===== src/rtl/scanrep_pkg.sv =====
package scanrep_pkg;

  typedef enum logic [1:0] {
    RATIO_1_1 = 2'd0,
    RATIO_2_1 = 2'd1,
    RATIO_4_3 = 2'd2
  } ratio_e;

  localparam logic [2:0] CODE_GFX_DOUBLE = 3'd1;
  localparam logic [2:0] CODE_GFX_3OF4   = 3'd2;
  localparam logic [2:0] CODE_TXT_DOUBLE = 3'd5;
  localparam logic [2:0] CODE_TXT_3OF4   = 3'd6;

  localparam int PHASE_W = 2;

  function automatic ratio_e decode_ratio(input logic [2:0] code, input logic is_text);
    ratio_e r;
    r = RATIO_1_1;
    case (code)
      CODE_GFX_DOUBLE: if (!is_text) r = RATIO_2_1;
      CODE_GFX_3OF4:   if (!is_text) r = RATIO_4_3;
      CODE_TXT_DOUBLE: if (is_text)  r = RATIO_2_1;
      CODE_TXT_3OF4:   if (is_text)  r = RATIO_4_3;
      default:         r = RATIO_1_1;
    endcase
    return r;
  endfunction

endpackage


===== src/rtl/scanrep_mode_latch.sv =====
module scanrep_mode_latch
  import scanrep_pkg::*;
(
  input  logic       clk,
  input  logic       rst,
  input  logic       frame_start,
  input  logic [2:0] mode_code,
  input  logic       text_mode,
  output ratio_e     ratio_q
);

  always_ff @(posedge clk) begin
    if (rst) begin
      ratio_q <= RATIO_1_1;
    end else if (frame_start) begin
      ratio_q <= decode_ratio(mode_code, text_mode);
    end
  end

  // the ratio moves only on a frame start
  assert_ratio_frozen_R7: assert property (@(posedge clk) disable iff (rst)
    !frame_start |=> $stable(ratio_q));

  // a code of the wrong class never yields replication
  assert_class_gate_R2: assert property (@(posedge clk) disable iff (rst)
    (frame_start && (mode_code == CODE_TXT_DOUBLE || mode_code == CODE_TXT_3OF4) && !text_mode)
      |=> ratio_q == RATIO_1_1);

endmodule


===== src/rtl/scanrep_seq.sv =====
module scanrep_seq
  import scanrep_pkg::*;
#(
  parameter int LINE_W = 11
) (
  input  logic              clk,
  input  logic              rst,
  input  logic              frame_start,
  input  logic              line_strobe,
  input  ratio_e            ratio,
  output logic [LINE_W-1:0] src_line,
  output logic              repeat_flag
);

  logic [PHASE_W-1:0] phase_q;
  logic [PHASE_W-1:0] phase_nx;
  logic               adv_nx;
  logic               rep_nx;

  always_comb begin
    phase_nx = '0;
    adv_nx   = 1'b1;
    rep_nx   = 1'b0;
    case (ratio)
      RATIO_2_1: begin
        if (phase_q[0] == 1'b0) begin
          phase_nx = PHASE_W'(1);
          adv_nx   = 1'b0;
          rep_nx   = 1'b1;
        end
      end
      RATIO_4_3: begin
        phase_nx = phase_q + 1'b1;
        if (phase_q == PHASE_W'(2)) begin
          adv_nx = 1'b0;
          rep_nx = 1'b1;
        end
      end
      default: begin
        phase_nx = '0;
      end
    endcase
  end

  always_ff @(posedge clk) begin
    if (rst) begin
      src_line    <= '0;
      repeat_flag <= 1'b0;
      phase_q     <= '0;
    end else if (frame_start) begin
      src_line    <= '0;
      repeat_flag <= 1'b0;
      phase_q     <= '0;
    end else if (line_strobe) begin
      if (adv_nx) src_line <= src_line + 1'b1;
      repeat_flag <= rep_nx;
      phase_q     <= phase_nx;
    end
  end

  // frame start clears the counter and the flag
  assert_frame_clear_R6: assert property (@(posedge clk) disable iff (rst)
    frame_start |=> (src_line == '0) && !repeat_flag);

  // idle cycles hold the outputs
  assert_idle_hold_R9: assert property (@(posedge clk) disable iff (rst)
    (!frame_start && !line_strobe) |=> $stable(src_line) && $stable(repeat_flag));

  // plain scanning steps by one and never repeats
  assert_plain_step_R3: assert property (@(posedge clk) disable iff (rst)
    (line_strobe && !frame_start && ratio == RATIO_1_1)
      |=> (src_line == LINE_W'($past(src_line) + 1'b1)) && !repeat_flag);

  // a repeated line is never followed by another repeat
  assert_single_repeat_R5: assert property (@(posedge clk) disable iff (rst)
    (line_strobe && !frame_start && repeat_flag) |=> !repeat_flag);

  // repeats occur only while a replicating ratio is latched
  assert_repeat_needs_ratio_R4: assert property (@(posedge clk) disable iff (rst)
    repeat_flag |-> ratio != RATIO_1_1);

endmodule


===== src/rtl/scanrep_vscale.sv =====
module scanrep_vscale #(
  parameter int VT_W = 11
) (
  input  logic            clk,
  input  logic            rst,
  input  logic            halve_en,
  input  logic [VT_W-1:0] vert_total,
  output logic [VT_W-1:0] eff_total
);

  always_ff @(posedge clk) begin
    if (rst) begin
      eff_total <= '0;
    end else if (halve_en) begin
      eff_total <= vert_total >> 1;
    end else begin
      eff_total <= vert_total;
    end
  end

  // halved totals never exceed half the programmed value
  assert_halve_bound_R8: assert property (@(posedge clk) disable iff (rst)
    halve_en |=> ({1'b0, eff_total} << 1) <= {1'b0, $past(vert_total)});

endmodule


===== src/rtl/scan_rep_ctrl.sv =====
module scan_rep_ctrl
  import scanrep_pkg::*;
#(
  parameter int LINE_W = 11,
  parameter int VT_W   = 11
) (
  input  logic              clk,
  input  logic              rst,
  input  logic [2:0]        mode_code,
  input  logic              text_mode,
  input  logic              halve_en,
  input  logic              line_strobe,
  input  logic              frame_start,
  input  logic [VT_W-1:0]   vert_total,
  output logic [LINE_W-1:0] src_line,
  output logic              repeat_flag,
  output logic [VT_W-1:0]   eff_total
);

  ratio_e ratio_q;

  scanrep_mode_latch u_mode (
    .clk         (clk),
    .rst         (rst),
    .frame_start (frame_start),
    .mode_code   (mode_code),
    .text_mode   (text_mode),
    .ratio_q     (ratio_q)
  );

  scanrep_seq #(.LINE_W(LINE_W)) u_seq (
    .clk         (clk),
    .rst         (rst),
    .frame_start (frame_start),
    .line_strobe (line_strobe),
    .ratio       (ratio_q),
    .src_line    (src_line),
    .repeat_flag (repeat_flag)
  );

  scanrep_vscale #(.VT_W(VT_W)) u_vscale (
    .clk        (clk),
    .rst        (rst),
    .halve_en   (halve_en),
    .vert_total (vert_total),
    .eff_total  (eff_total)
  );

endmodule


===== config.mk =====
export PLATFORM = sky130hd
export DESIGN_NAME = scan_rep_ctrl
export DESIGN_NICKNAME = d
export VERILOG_FILES = /design/src/rtl/scanrep_pkg.sv /design/src/rtl/scanrep_mode_latch.sv /design/src/rtl/scanrep_seq.sv /design/src/rtl/scanrep_vscale.sv /design/src/rtl/scan_rep_ctrl.sv
export SDC_FILE = /design/constraint.sdc
export NUM_CORES = 1
export LEC_CHECK = 0
export CORE_UTILIZATION = 45
export DETAILED_ROUTE_END_ITERATION = 8
export PLACE_DENSITY = 0.8
export SKIP_LAST_GASP = 1
export SYNTH_ARGS = -nofsm -noshare
export SYNTH_HDL_FRONTEND = slang
export SYNTH_SLANG_ARGS = --single-unit

===== constraint.sdc =====
create_clock -name clk -period 4.4 [get_ports clk]
set_clock_uncertainty 0.2 [all_clocks]
set_input_delay 0.88 -clock clk [delete_from_list [all_inputs] [get_ports clk]]
set_output_delay 0.88 -clock clk [all_outputs]
set_load 0.01 [all_outputs]

# Word-level counts from Yosys, hierarchy flattened
# Index checks and enable logic that the tools add are counted.
[word_totals]
ram_bits = 0
inputBits = 20
ff_bits = 27
mem_bits_ro = 0
out_inout_bits = 23
memories = 0
latch_bits = 0
[classes]
muxes = 14
eq_ne = 7
n_addsub = 2
magnitude_cmp = 0
reduce_logical = 3
multipliers = 0
div_mod_pow = 0
shift = 0
n_bitwise = 0
[op_table]
columns = ["op", "n"]
rows = [
  ["11-bit by 1-bit adder with 11-bit output, second input constant", 1],
  ["10-bit two-way mux", 1],
  ["2-bit one-hot mux with 4 select lines", 1],
  ["1-bit two-way mux", 7],
  ["3-bit == test, second input constant", 2],
  ["2-bit == test, second input constant", 2],
  ["2-bit two-way mux", 2],
  ["1-bit one-hot mux with 2 select lines", 2],
  ["2-bit one-hot mux with 2 select lines", 1],
  ["2-bit OR reduction", 2],
  ["3-bit by 1-bit == test with 1-bit output, second input constant", 1],
  ["3-bit by 2-bit == test with 1-bit output, second input constant", 1],
  ["2-bit by 1-bit adder with 2-bit output, second input constant", 1],
  ["2-bit by 1-bit == test with 1-bit output, second input constant", 1],
  ["2-bit AND reduction", 1],
]

# Longest topological paths before layout
[depth]
depth_word = 4
depth_mapped = 6
mapped_depth_nobuf = 6

# Cells and area by module
# From an unflattened synthesis, not the netlist that was laid out.
[hier_totals]
cells_unflattened = 130
area_unflattened_um2 = 1238.7
[modules_own_cells]
columns = ["module", "area_each_um2", "cells_per_inst", "instances"]
rows = [
  ["scanrep_seq", 764.5, 88, 1],
  ["scanrep_vscale", 381.6, 34, 1],
  ["scanrep_mode_latch", 92.6, 8, 1],
]

# Worst setup path before layout
# No wires, ideal clock.
[synth_path]
kind = "input port to flip-flop"
start = "input port line_strobe"
end = "register u_seq.src_line[9]"
cell_stages = 4
path_slack_ns = 2.361
arrival_ns = 1.769
cell_sequence = "clkbuf_8 -> o2111ai_4 -> or4_1 -> a21oi_1"
[synth_via]
elab_chain_len = 1
[synth_rtl]
columns = ["element", "line_no", "source"]
rows = [
  ["start, declared", "scan_rep_ctrl.sv:12", "input logic line_strobe,"],
  ["2-bit AND reduction (no line)", "-", ""],
  ["end signal, assigned", "scanrep_seq.sv:55", "if (adv_nx) src_line <= src_line + 1'b1;"],
  ["end, declared", "scanrep_seq.sv:11", "output logic [LINE_W-1:0] src_line,"],
]
# Every way passes these cells.
# A chain may end at the register's enable or synchronous reset.

# Worst setup path in the final report
[layout_path]
start = "register u_seq.src_line[4]"
end = "output port src_line[4]"
[layout_rtl]
columns = ["element", "line_no", "source"]
rows = [
  ["end, declared", "scan_rep_ctrl.sv:15", "output logic [LINE_W-1:0] src_line,"],
]
# No word-level cell between the ends.

==> metrics.yaml <==
outcome: "completed"
slowest_delay_ns: 0.58
post-route-period-util_pct: 56.3
place_ws_ns: 1.60
grt-ovfl-total: 0
synth-compound-area-share_pct: 13.0
drtIter0Drc: 16
core_area_um2: 2540
fill_cells: 220
async_reset_ff_share_pct: 0
grt_max_degree: 17
dp_cells: 195
slowest_stage: "clkdlybuf4s50_1"
p_leak_nw: 0.624
hp-class: "register to register"
synth-seq-area-share_pct: 43.6
start_kind: "register"
p_total_mw: 0.429
dpl-instance-area_um2: 1660
cap_viol_max_count: 0
dr.pass1.iters: 4
crit_required_ns: 3.32
numCtsBuffers: 3
syn_inst: 127
diodes: 0
ant_nets: 0
crit_family: "buffers and inverters"
synth_area_leader_cell: "dfxtp_1"
initial_core_util_pct: 48.7
grt_usage_pct: 18.8
pwr-share-comb_pct: 15.2
antenna_found_initial: 0
cts_root_buf: "clkbuf_4"
power_density_nw_per_um2: 254
die_w_um: 54.5
worstRegToRegCells: 6
rows: 18
synth.area.top_cells: "dfxtp_1 44%, mux2i_1 11%, ha_1 6.1%"
p_seq_share_pct: 59.6
post-route-util_pct: 66.4
post_drt_via_cell_ratio: 5.51
min_path_cells: 2
path_cells: "clkdlybuf4s50_1"
worst_slew_pin_slew_ns: 0.559
cts_max_path_buffers: 2
h-tree-depth: 1
synth_top_flop_cell: "dfxtp_1"
critical_path.max_fanout: 6
max_freq_ghz: 0.403
finalSetupTns_ns: 0
cts.clk_slew.worst_paths_ns: 0.14
cp_data_arrival_time_ns: 1.40
synth_area_um2: 1240
syn2layout_area_growth_pct: 36.4
hold-path-endpoint: "u_seq.phase_q[1]"
synthSimpleGateAreaFrac_pct: 18.7
drc_errors: 0
totalWireLength_um: 2600
dieHeight_um: 54.5
holdWs_ns: 0.290
synth_mux_area_share_pct: 10.5
min_from: "u_seq.phase_q[1]"
synthXorXnorAreaFrac_pct: 3.54
avgRoutedWirePerCell_um: 13.1
max_slew_margin_pct: 62.6
yosys_warnings: 0
pwr-share-clk_pct: 25.2
netSwitchingPower_mw: 0.103
clock_latency_ns: 0.33
drive_gt1_share_pct: 5.92
p_sw_share_pct: 24.0
ioPinCount: 43
gp_congestion: 0.742
syn_nets: 153
stdcell_area_um2: 1690
layout.nets: 196
rr_startpoint: "u_seq.phase_q[0]"
synth_most_common_cell: "dfxtp_1"
ir_worst_vdd_mv: 0.216
synth_top_area_share_pct: 43.6
yosys-top-cells-count: "27 x dfxtp_1, 19 x nor2_1, 13 x mux2i_1"
cts_setup_buffers: 0
path_buf_inv: 1
cp-end-kind: "output pin"
numPortBuffers: 42
synth_edf_count: 0
maxSlewViolCount: 0
synth_area_per_cell_um2: 9.75
cts.sinks: 27
synth_top_family_by_area: "simple AND/OR/NAND/NOR gates"
synth_cell_types: 35
crit_type: "register to output pin"
holdBufCountCts: 0
p_int_mw: 0.326
grt_pass1_vias: 970
vias: 1096
finalWorstSetupSlack_ns: 1.92
r2r_end: "u_seq.src_line[10]"
cts_resized: 0
dieArea_um2: 2970
instances_no_fill: 199
synthAdderAreaFrac_pct: 6.06
ys_ff_latch: 27
rsz0062_at_grt: "no"
tritoncts: "built"
dp_hpwl_um: 1940
ff2ff_setup_slack_ns: 2.29
grt_first_pass_wirelength_um: 3970
finalHoldViolCount: 0
finalSetupViolations: 0
min_period_ns: 2.48
sequential cells by signal, indices dropped and copies added (netlist names):
| name | flops |
|---|---|
| u_mode.ratio_q | 2 |
| u_vscale.eff_total | 11 |
| u_seq.src_line | 11 |
| u_seq.repeat_flag | 1 |
| u_seq.phase_q | 2 |
worst max path at each step:
| stage | start | to | slack [ns] | depth (start not counted) |
|---|---|---|---|---|
| floorplan | line_strobe | u_seq.src_line[9] | 2.36 | 4 |
| global placement | line_strobe | u_seq.src_line[9] | 1.65 | 4 |
| detailed placement | line_strobe | u_seq.src_line[10] | 1.60 | 4 |
| CTS | u_seq.src_line[4] | src_line[4] | 1.91 | 1 |
| global route | u_seq.src_line[4] | src_line[4] | 1.84 | 1 |
| finish | u_seq.src_line[4] | src_line[4] | 1.92 | 1 |
power groups by stage:
stage                     logic, mW  registers, mW  clock network (mW)
after floorplan              0.0263          0.264                   0
after global placement       0.0643          0.260                   0
after detailed placement     0.0656          0.261                   0
after CTS                    0.0660          0.255               0.112
after global routing         0.0708          0.256               0.118
final                        0.0652          0.255               0.108
cell usage in the layout (no fill, tap or decap):
cell | Yosys | layout
xnor2_1 | 1 | 1
nand4_1 | 1 | 1
clkbuf_1 | 1 | 1
o41ai_1 | 1 | 1
or2_2 | 1 | 1
nand2_1 | 2 | 2
and3_2 | 1 | 1
a21oi_1 | 9 | 9
and2b_4 | 1 | 1
or3_2 | 1 | 1
or3_1 | 2 | 2
a21o_2 | 1 | 1
and3_1 | 1 | 1
o211ai_1 | 3 | 3
dfxtp_1 | 27 | 27
nand3b_1 | 1 | 1
o31ai_1 | 3 | 3
nor2_1 | 19 | 19
clkbuf_4 | 0 | 3
ha_1 | 6 | 6
o21ai_0 | 2 | 2
o2111ai_4 | 1 | 1
nand3_1 | 4 | 4
nor3b_1 | 1 | 1
o311ai_0 | 1 | 1
or4_1 | 3 | 3
clkdlybuf4s50_1 | 0 | 42
inv_1 | 6 | 6
nor3_1 | 1 | 1
o21ai_2 | 1 | 1
mux2i_1 | 13 | 13
nand4b_1 | 1 | 1
xor2_1 | 4 | 4
nand2b_1 | 4 | 4
worst min-delay path, stage by stage (launching register included):
cell      delay (ns)
dfxtp_1         0.34
nand2b_1        0.06
a21oi_1         0.06
layer usage:
layer / up-vias / GRT usage (%) / wire [um]
met5: - / 0 / 0
li1: 532 / - / -
met1: 506 / 20.2 / 1070
met2: 53 / 34.1 / 1280
met3: 5 / 5.00 / 210
met4: 0 / 7.69 / 44
cell families (layout without fill, tap and decap cells):
kind of cell	Yosys count	after routing
AOI/OAI and AO/OA	22	22
xor gates and xnor gates	5	5
adders and majority gates	6	6
buffers and inverters	10	52
DFF	27	27
muxes	13	13
and+or+nand+nor	44	44
cell type report:
type	instances	area, um^2	area share [%]
timing repair buffer	42	420	24.9
sequential	27	541	32.0
multi-input combinational	90	642	38.0
clock buffer	4	26.3	1.56
inverter	6	22.5	1.33
tap	30	37.5	2.22
Note: power is estimated with default switching activity, not from simulation.
